## config.mk

```make
export PLATFORM = sky130hd
export DESIGN_NAME = bisection_decade
export DESIGN_NICKNAME = d
export VERILOG_FILES = /design/src/rtl/dec_pkg.sv /design/src/rtl/fall_detect.sv /design/src/rtl/half_stage.sv /design/src/rtl/quint_stage.sv /design/src/rtl/bisection_decade.sv
export SDC_FILE = /design/constraint.sdc
export NUM_CORES = 1
export LEC_CHECK = 0
export BUFFER_PORTS_ARGS = -buffer_cell sky130_fd_sc_hd__buf_2
export CAP_MARGIN = 40
export CELL_PAD_IN_SITES_DETAIL_PLACEMENT = 0
export CELL_PAD_IN_SITES_GLOBAL_PLACEMENT = 2
export CORE_UTILIZATION = 27
export DETAILED_ROUTE_END_ITERATION = 10
export GPL_ROUTABILITY_DRIVEN = 0
export PLACE_DENSITY_LB_ADDON = 0.1
export SETUP_SLACK_MARGIN = 0.5
export SYNTH_ARGS = -nofsm -noshare
export SYNTH_HDL_FRONTEND = slang
export SYNTH_SLANG_ARGS = --single-unit
```

## constraint.sdc

```tcl
create_clock -name clk -period 1.8 [get_ports clk]
set_clock_uncertainty 0.05 [all_clocks]
set_input_delay 0.27 -clock clk [delete_from_list [all_inputs] [get_ports clk]]
set_output_delay 0.27 -clock clk [all_outputs]
set_load 0.1 [all_outputs]
```

## src/rtl/dec_pkg.sv

```systemverilog
// Shared types and constants for the two-section decade counter.
package dec_pkg;

    // Cascade order; the encoding matches the order_sym input.
    typedef enum logic {
        ORDER_BCD = 1'b0,
        ORDER_SYM = 1'b1
    } order_e;

    localparam int FIVE_MOD = 5;
    localparam int FIVE_W   = $clog2(FIVE_MOD);

endpackage

```

## src/rtl/fall_detect.sv

```systemverilog
// Falling-edge detector for W strobe lines, sampled on the system clock.
// Assumes the strobes are synchronous to clk. Each fall bit is high in the
// cycle where the line is low and its registered copy is high.
module fall_detect #(
    parameter int W = 2
) (
    input  logic         clk,
    input  logic         rst_n,
    input  logic [W-1:0] din,
    output logic [W-1:0] fall
);

    logic [W-1:0] prev_q;

    // Register the previous level of every strobe line.
    always_ff @(posedge clk) begin
        if (!rst_n) prev_q <= '0;
        else        prev_q <= din;
    end

    // A falling edge is a registered high with a present low.
    for (genvar i = 0; i < W; i++) begin : g_edge
        assign fall[i] = prev_q[i] & ~din[i];
    end

endmodule

```

## src/rtl/half_stage.sv

```systemverilog
// Toggle stage: a one-bit counter that divides by two.
// Assumes load_one has priority over load_zero, and that both loads
// have priority over step.
module half_stage (
    input  logic clk,
    input  logic rst_n,
    input  logic load_zero,
    input  logic load_one,
    input  logic step,
    output logic q
);

    // Update the bit: load first, otherwise toggle on a step.
    always_ff @(posedge clk) begin
        if (!rst_n)         q <= 1'b0;
        else if (load_one)  q <= 1'b1;
        else if (load_zero) q <= 1'b0;
        else if (step)      q <= ~q;
    end

    AST_HALF_HOLD: assert property (@(posedge clk) disable iff (!rst_n)
        (!step && !load_zero && !load_one) |=> $stable(q));

endmodule

```

## src/rtl/quint_stage.sv

```systemverilog
// Modulo-MOD stage: a binary counter running 0..MOD-1 that wraps to 0.
// Assumes load_top has priority over load_zero, and that both loads
// have priority over step.
module quint_stage #(
    parameter int MOD = 5,
    parameter int W   = $clog2(MOD)
) (
    input  logic         clk,
    input  logic         rst_n,
    input  logic         load_zero,
    input  logic         load_top,
    input  logic         step,
    output logic [W-1:0] cnt
);

    localparam logic [W-1:0] TOP = W'(MOD - 1);

    // Load, or step with a wrap at the last value.
    always_ff @(posedge clk) begin
        if (!rst_n)         cnt <= '0;
        else if (load_top)  cnt <= TOP;
        else if (load_zero) cnt <= '0;
        else if (step)      cnt <= (cnt == TOP) ? '0 : cnt + 1'b1;
    end

    AST_FIVE_RANGE: assert property (@(posedge clk) disable iff (!rst_n)
        cnt <= TOP);
    AST_FIVE_HOLD: assert property (@(posedge clk) disable iff (!rst_n)
        (!step && !load_zero && !load_top) |=> $stable(cnt));

endmodule

```

## src/rtl/bisection_decade.sv

```systemverilog
// Decade counter built from a toggle stage and a modulo-five stage.
// The cascade order is chosen while clearing. Assumes all inputs are
// synchronous to clk. Override pairs act only with both inputs high,
// and set-to-nine wins over reset-to-zero.
module bisection_decade
    import dec_pkg::*;
(
    input  logic clk,
    input  logic rst_n,
    input  logic strobe_two,
    input  logic strobe_five,
    input  logic order_sym,
    input  logic zero_a,
    input  logic zero_b,
    input  logic nine_a,
    input  logic nine_b,
    output logic q_a,
    output logic q_b,
    output logic q_c,
    output logic q_d,
    output logic decade_carry,
    output logic bcd_ok
);

    localparam logic [FIVE_W-1:0] FIVE_TOP = FIVE_W'(FIVE_MOD - 1);
    localparam logic [FIVE_W-1:0] MID_DROP = FIVE_W'(FIVE_MOD - 2);

    logic [1:0]        falls;
    logic              zero_hit, nine_hit, override;
    logic              step_two, step_five;
    logic              half_q;
    logic [FIVE_W-1:0] five_cnt;
    order_e            order_q;

    // Decode the override pairs.
    assign zero_hit = zero_a & zero_b;
    assign nine_hit = nine_a & nine_b;
    assign override = zero_hit | nine_hit;

    fall_detect #(.W(2)) u_edges (
        .clk   (clk),
        .rst_n (rst_n),
        .din   ({strobe_five, strobe_two}),
        .fall  (falls)
    );

    // Take the cascade order only while the zero pair is asserted.
    always_ff @(posedge clk) begin
        if (!rst_n)        order_q <= ORDER_BCD;
        else if (zero_hit) order_q <= order_e'(order_sym);
    end

    // Route the steps by cascade order; the inner cascade acts in the same cycle.
    always_comb begin
        if (order_q == ORDER_BCD) begin
            step_two  = falls[0];
            step_five = falls[0] & half_q;
        end else begin
            step_two  = falls[1] & (five_cnt == MID_DROP);
            step_five = falls[1];
        end
        step_two  = step_two  & ~override;
        step_five = step_five & ~override;
    end

    half_stage u_half (
        .clk       (clk),
        .rst_n     (rst_n),
        .load_zero (zero_hit),
        .load_one  (nine_hit),
        .step      (step_two),
        .q         (half_q)
    );

    quint_stage #(.MOD(FIVE_MOD)) u_quint (
        .clk       (clk),
        .rst_n     (rst_n),
        .load_zero (zero_hit),
        .load_top  (nine_hit),
        .step      (step_five),
        .cnt       (five_cnt)
    );

    // Pulse the carry when a step wraps the whole decade to zero.
    always_ff @(posedge clk) begin
        if (!rst_n) decade_carry <= 1'b0;
        else        decade_carry <= step_five && (five_cnt == FIVE_TOP)
                                    && (order_q == ORDER_BCD || !half_q);
    end

    // Drive the outputs.
    assign q_a    = half_q;
    assign q_b    = five_cnt[0];
    assign q_c    = five_cnt[1];
    assign q_d    = five_cnt[2];
    assign bcd_ok = (order_q == ORDER_BCD);

    AST_NINE_LOAD: assert property (@(posedge clk) disable iff (!rst_n)
        nine_hit |=> (q_a && !q_b && !q_c && q_d));
    AST_ZERO_LOAD: assert property (@(posedge clk) disable iff (!rst_n)
        (zero_hit && !nine_hit) |=> !(q_a || q_b || q_c || q_d));
    AST_CARRY_PULSE: assert property (@(posedge clk) disable iff (!rst_n)
        decade_carry |=> !decade_carry);
    AST_CARRY_AT_ZERO: assert property (@(posedge clk) disable iff (!rst_n)
        decade_carry |-> !(q_a || q_b || q_c || q_d));
    AST_ORDER_HOLD: assert property (@(posedge clk) disable iff (!rst_n)
        !zero_hit |=> $stable(bcd_ok));
    AST_BCD_FIVE_IGNORED: assert property (@(posedge clk) disable iff (!rst_n)
        (bcd_ok && falls[1] && !falls[0] && !override) |=> $stable(five_cnt));
    AST_SYM_TWO_IGNORED: assert property (@(posedge clk) disable iff (!rst_n)
        (!bcd_ok && falls[0] && !falls[1] && !override) |=> $stable(half_q));

endmodule

```

==> impl_metrics.toml <==
[run_status]
outcome = "complete, no violations"

[critical_path]
r2r-end = "u_half.q"
path_class = "reg -> reg"
path_max_fanout = 4
endpoint = "u_half.q"
path_cells = "ha_4, ha_4, and4b_1, or4b_1, nand3_1"
critPathLaunchType = "register"
startpoint = "u_quint.cnt[1]"
cpMostUsedCell = "ha_4"
reg2reg_from = "u_quint.cnt[1]"
crit_slowest_cell = "or4b_1"
slowest_delay_ps = 470
r2r.worst_path.cells = 5
required_ps = 1930
r2r_slack_ps = 310
critPathCaptureType = "register"
critPathArrivalTime_ps = 1620

[power_and_ir_drop]
totalPowerFinal_mw = 0.4435
leakagePower_nw = 0.2675
p_int_mw = 0.3026
clockPowerShare = 0.334
p_sw_frac = 0.3177
power_switching_mw = 0.1409
combPwrFrac = 0.230
ir_worst_vdd_mv = 0.3471
p_seq_frac = 0.436
p_per_area_nw_per_um2 = 663.8

[place]
portBuffers = 14
place_ws_ps = 330.1
hpwl_um = 768
dp_cells = 75
dpl-instance-area_um2 = 581.8

[grt]
antenna_found_initial = 0
grt_first_pass_wirelength_um = 1766
grt-ovfl-total = 0
grt_start_max_net_pins = 8
grt_usage = 0.1290
first_global_vias = 392

[cts]
cts_root_buffer = "clkbuf_4"
clkTransAtPathRegs_ps = 60
cts_sinks = 8
numCtsBuffers = 3
cts_tree = "built"
htree_levels = 1
clk_latency_ps = 250
cts.path.max_buffers = 2
holdBufCountCts = 0

[floorplan]
io_pins = 15
initial_core_util = 0.2924
core_area_um2 = 1506
die_h_um = 42.39
die_area_um2 = 1797
row_count = 14
die_w_um = 42.39

[timing]
fmax_mhz = 669.8
maxSlewHeadroom = 0.6804
worstMarginPinSlew_ps = 482.7
hold_violations = 0
fin_ws_ps = 307.0
setup_violations = 0
min_period_over_period = 0.8294
drv_slew = 0
tns_ps = 0
rsz0062_at_grt = "true"
period_needed_ps = 1493
holdWs_ps = 210.7

[cells_and_area]
post-route-util = 0.4435
drive_gt1_frac = 0.5224
final_cell_count_no_fill = 83
final_cell_area_um2 = 668.1
final_nets = 80
antenna_cells = 0
fillers = 154
syn_to_final_growth_pct = 51.70

[synthesis]
yosysSeqAreaShare = 0.3636
async_flop_share = 0
synth-main-ff-cell = "dfxtp_1"
syn_inst = 45
yosysWarnings = 0
syn-cell-area_um2 = 440.4
synth_edf_count = 0
yosysUniqueCellTypes = 21
syn_avg_cell_area_um2 = 9.787
ys_seq_elements = 8
synth_fp_nets = 57

[drt]
viasPerCell = 5.096
finalWirelength_um = 1048
drtIter0Drc = 5
drtAntennaViolNets = 0
drc_errors = 0
dr.pass1.iters = 5
vias = 423
wire_per_inst_um = 12.63

[run]
maxCapViolCount = 0

[min_path]
hp-class = "in -> reg"
==> worst min-delay path by stage <==
stage,start,endpoint,slack (ps),cells past startpoint
after floorplan,rst_n,u_edges.prev_q[0],340,1
after global placement,u_half.q,decade_carry,430,1
after detailed placement,u_half.q,decade_carry,440,1
after CTS,strobe_five,u_edges.prev_q[1],200,2
after global routing,strobe_five,u_edges.prev_q[1],220,2
final,strobe_five,u_edges.prev_q[1],210,2
==> routing by layer <==
layer,vias up,part of all wire,global-route usage
met4,0,0,0.03750
met5,-,0,0
li1,216,-,-
met3,0,0.038,0.02586
met2,9,0.51,0.1877
met1,198,0.45,0.1910
==> flip-flops by register name, indices dropped and copies added, names as in the netlist <==
register and cells:
decade_carry 1, order_q 1, u_edges.prev_q 2, u_half.q 1, u_quint.cnt 3
==> critical path: cells and delay by family (launching register included) <==
kind	cells	cell delay (ps)
AND/OR/NAND/NOR	3	720
flip-flops	1	360
adder cells (fa/ha/maj)	2	300
==> cells by family (layout without fill, tap and decap cells) <==
| group | after synthesis | count (layout) | synth area share |
|---|---|---|---|
| compound gates | 10 | 10 | 0.2301 |
| fa+ha+maj | 3 | 3 | 0.08524 |
| flops | 8 | 8 | 0.3636 |
| simple gates | 19 | 19 | 0.2784 |
| buf+inv | 5 | 27 | 0.04262 |
==> cells in the mapped netlist, types with 2 or more instances <==
| cell | number | area [um^2] |
|---|---|---|
| nand3b_1 | 2 | 15.01 |
| nand2_1 | 5 | 18.77 |
| and2_1 | 3 | 18.77 |
| inv_1 | 5 | 18.77 |
| nand3_1 | 4 | 20.02 |
| dfxtp_1 | 8 | 160.2 |
| ha_1 | 3 | 37.54 |
| o211ai_1 | 2 | 15.01 |
==> timing repair <==
| action | CTS | global route |
|---|---|---|
| pin swaps | 1 | 6 |
| setup buffers | 1 | 3 |
| endpoints found under the setup margin | 9 | 8 |
| gates resized for setup | 4 | 7 |
==> final cells by class <==
cell class	instances	area (um^2)	area share
inverters	5	18.77	0.02809
multi-input cells	32	306.5	0.4588
well taps	16	20.02	0.02996
repair buffers	18	120.1	0.1798
flip-flops and latches	8	176.4	0.2640
clock buffers	4	26.28	0.03933
==> layout by cell type, fill, tap and decap left out, types with 2 or more instances in the layout <==
cell type,synthesis,layout
buf_2,0,9
buf_4,0,6
inv_1,5,4
nand2_1,5,4
nand3_1,4,4
clkbuf_4,0,4
dfxtp_4,0,4
and2_1,3,3
dfxtp_1,8,3
nand3b_1,2,2
o211ai_1,2,2
ha_4,0,2
buf_6,0,2
==> power groups by stage <==
stage | Sequential (mW) | Clock (mW) | Combinational [mW]
after CTS | 0.193 | 0.158 | 0.0949
after detailed placement | 0.197 | 0 | 0.0916
after global routing | 0.195 | 0.160 | 0.109
after floorplan | 0.227 | 0 | 0.0346
after global placement | 0.197 | 0 | 0.0922
final | 0.194 | 0.148 | 0.102
(Power assumes the default switching activity.)
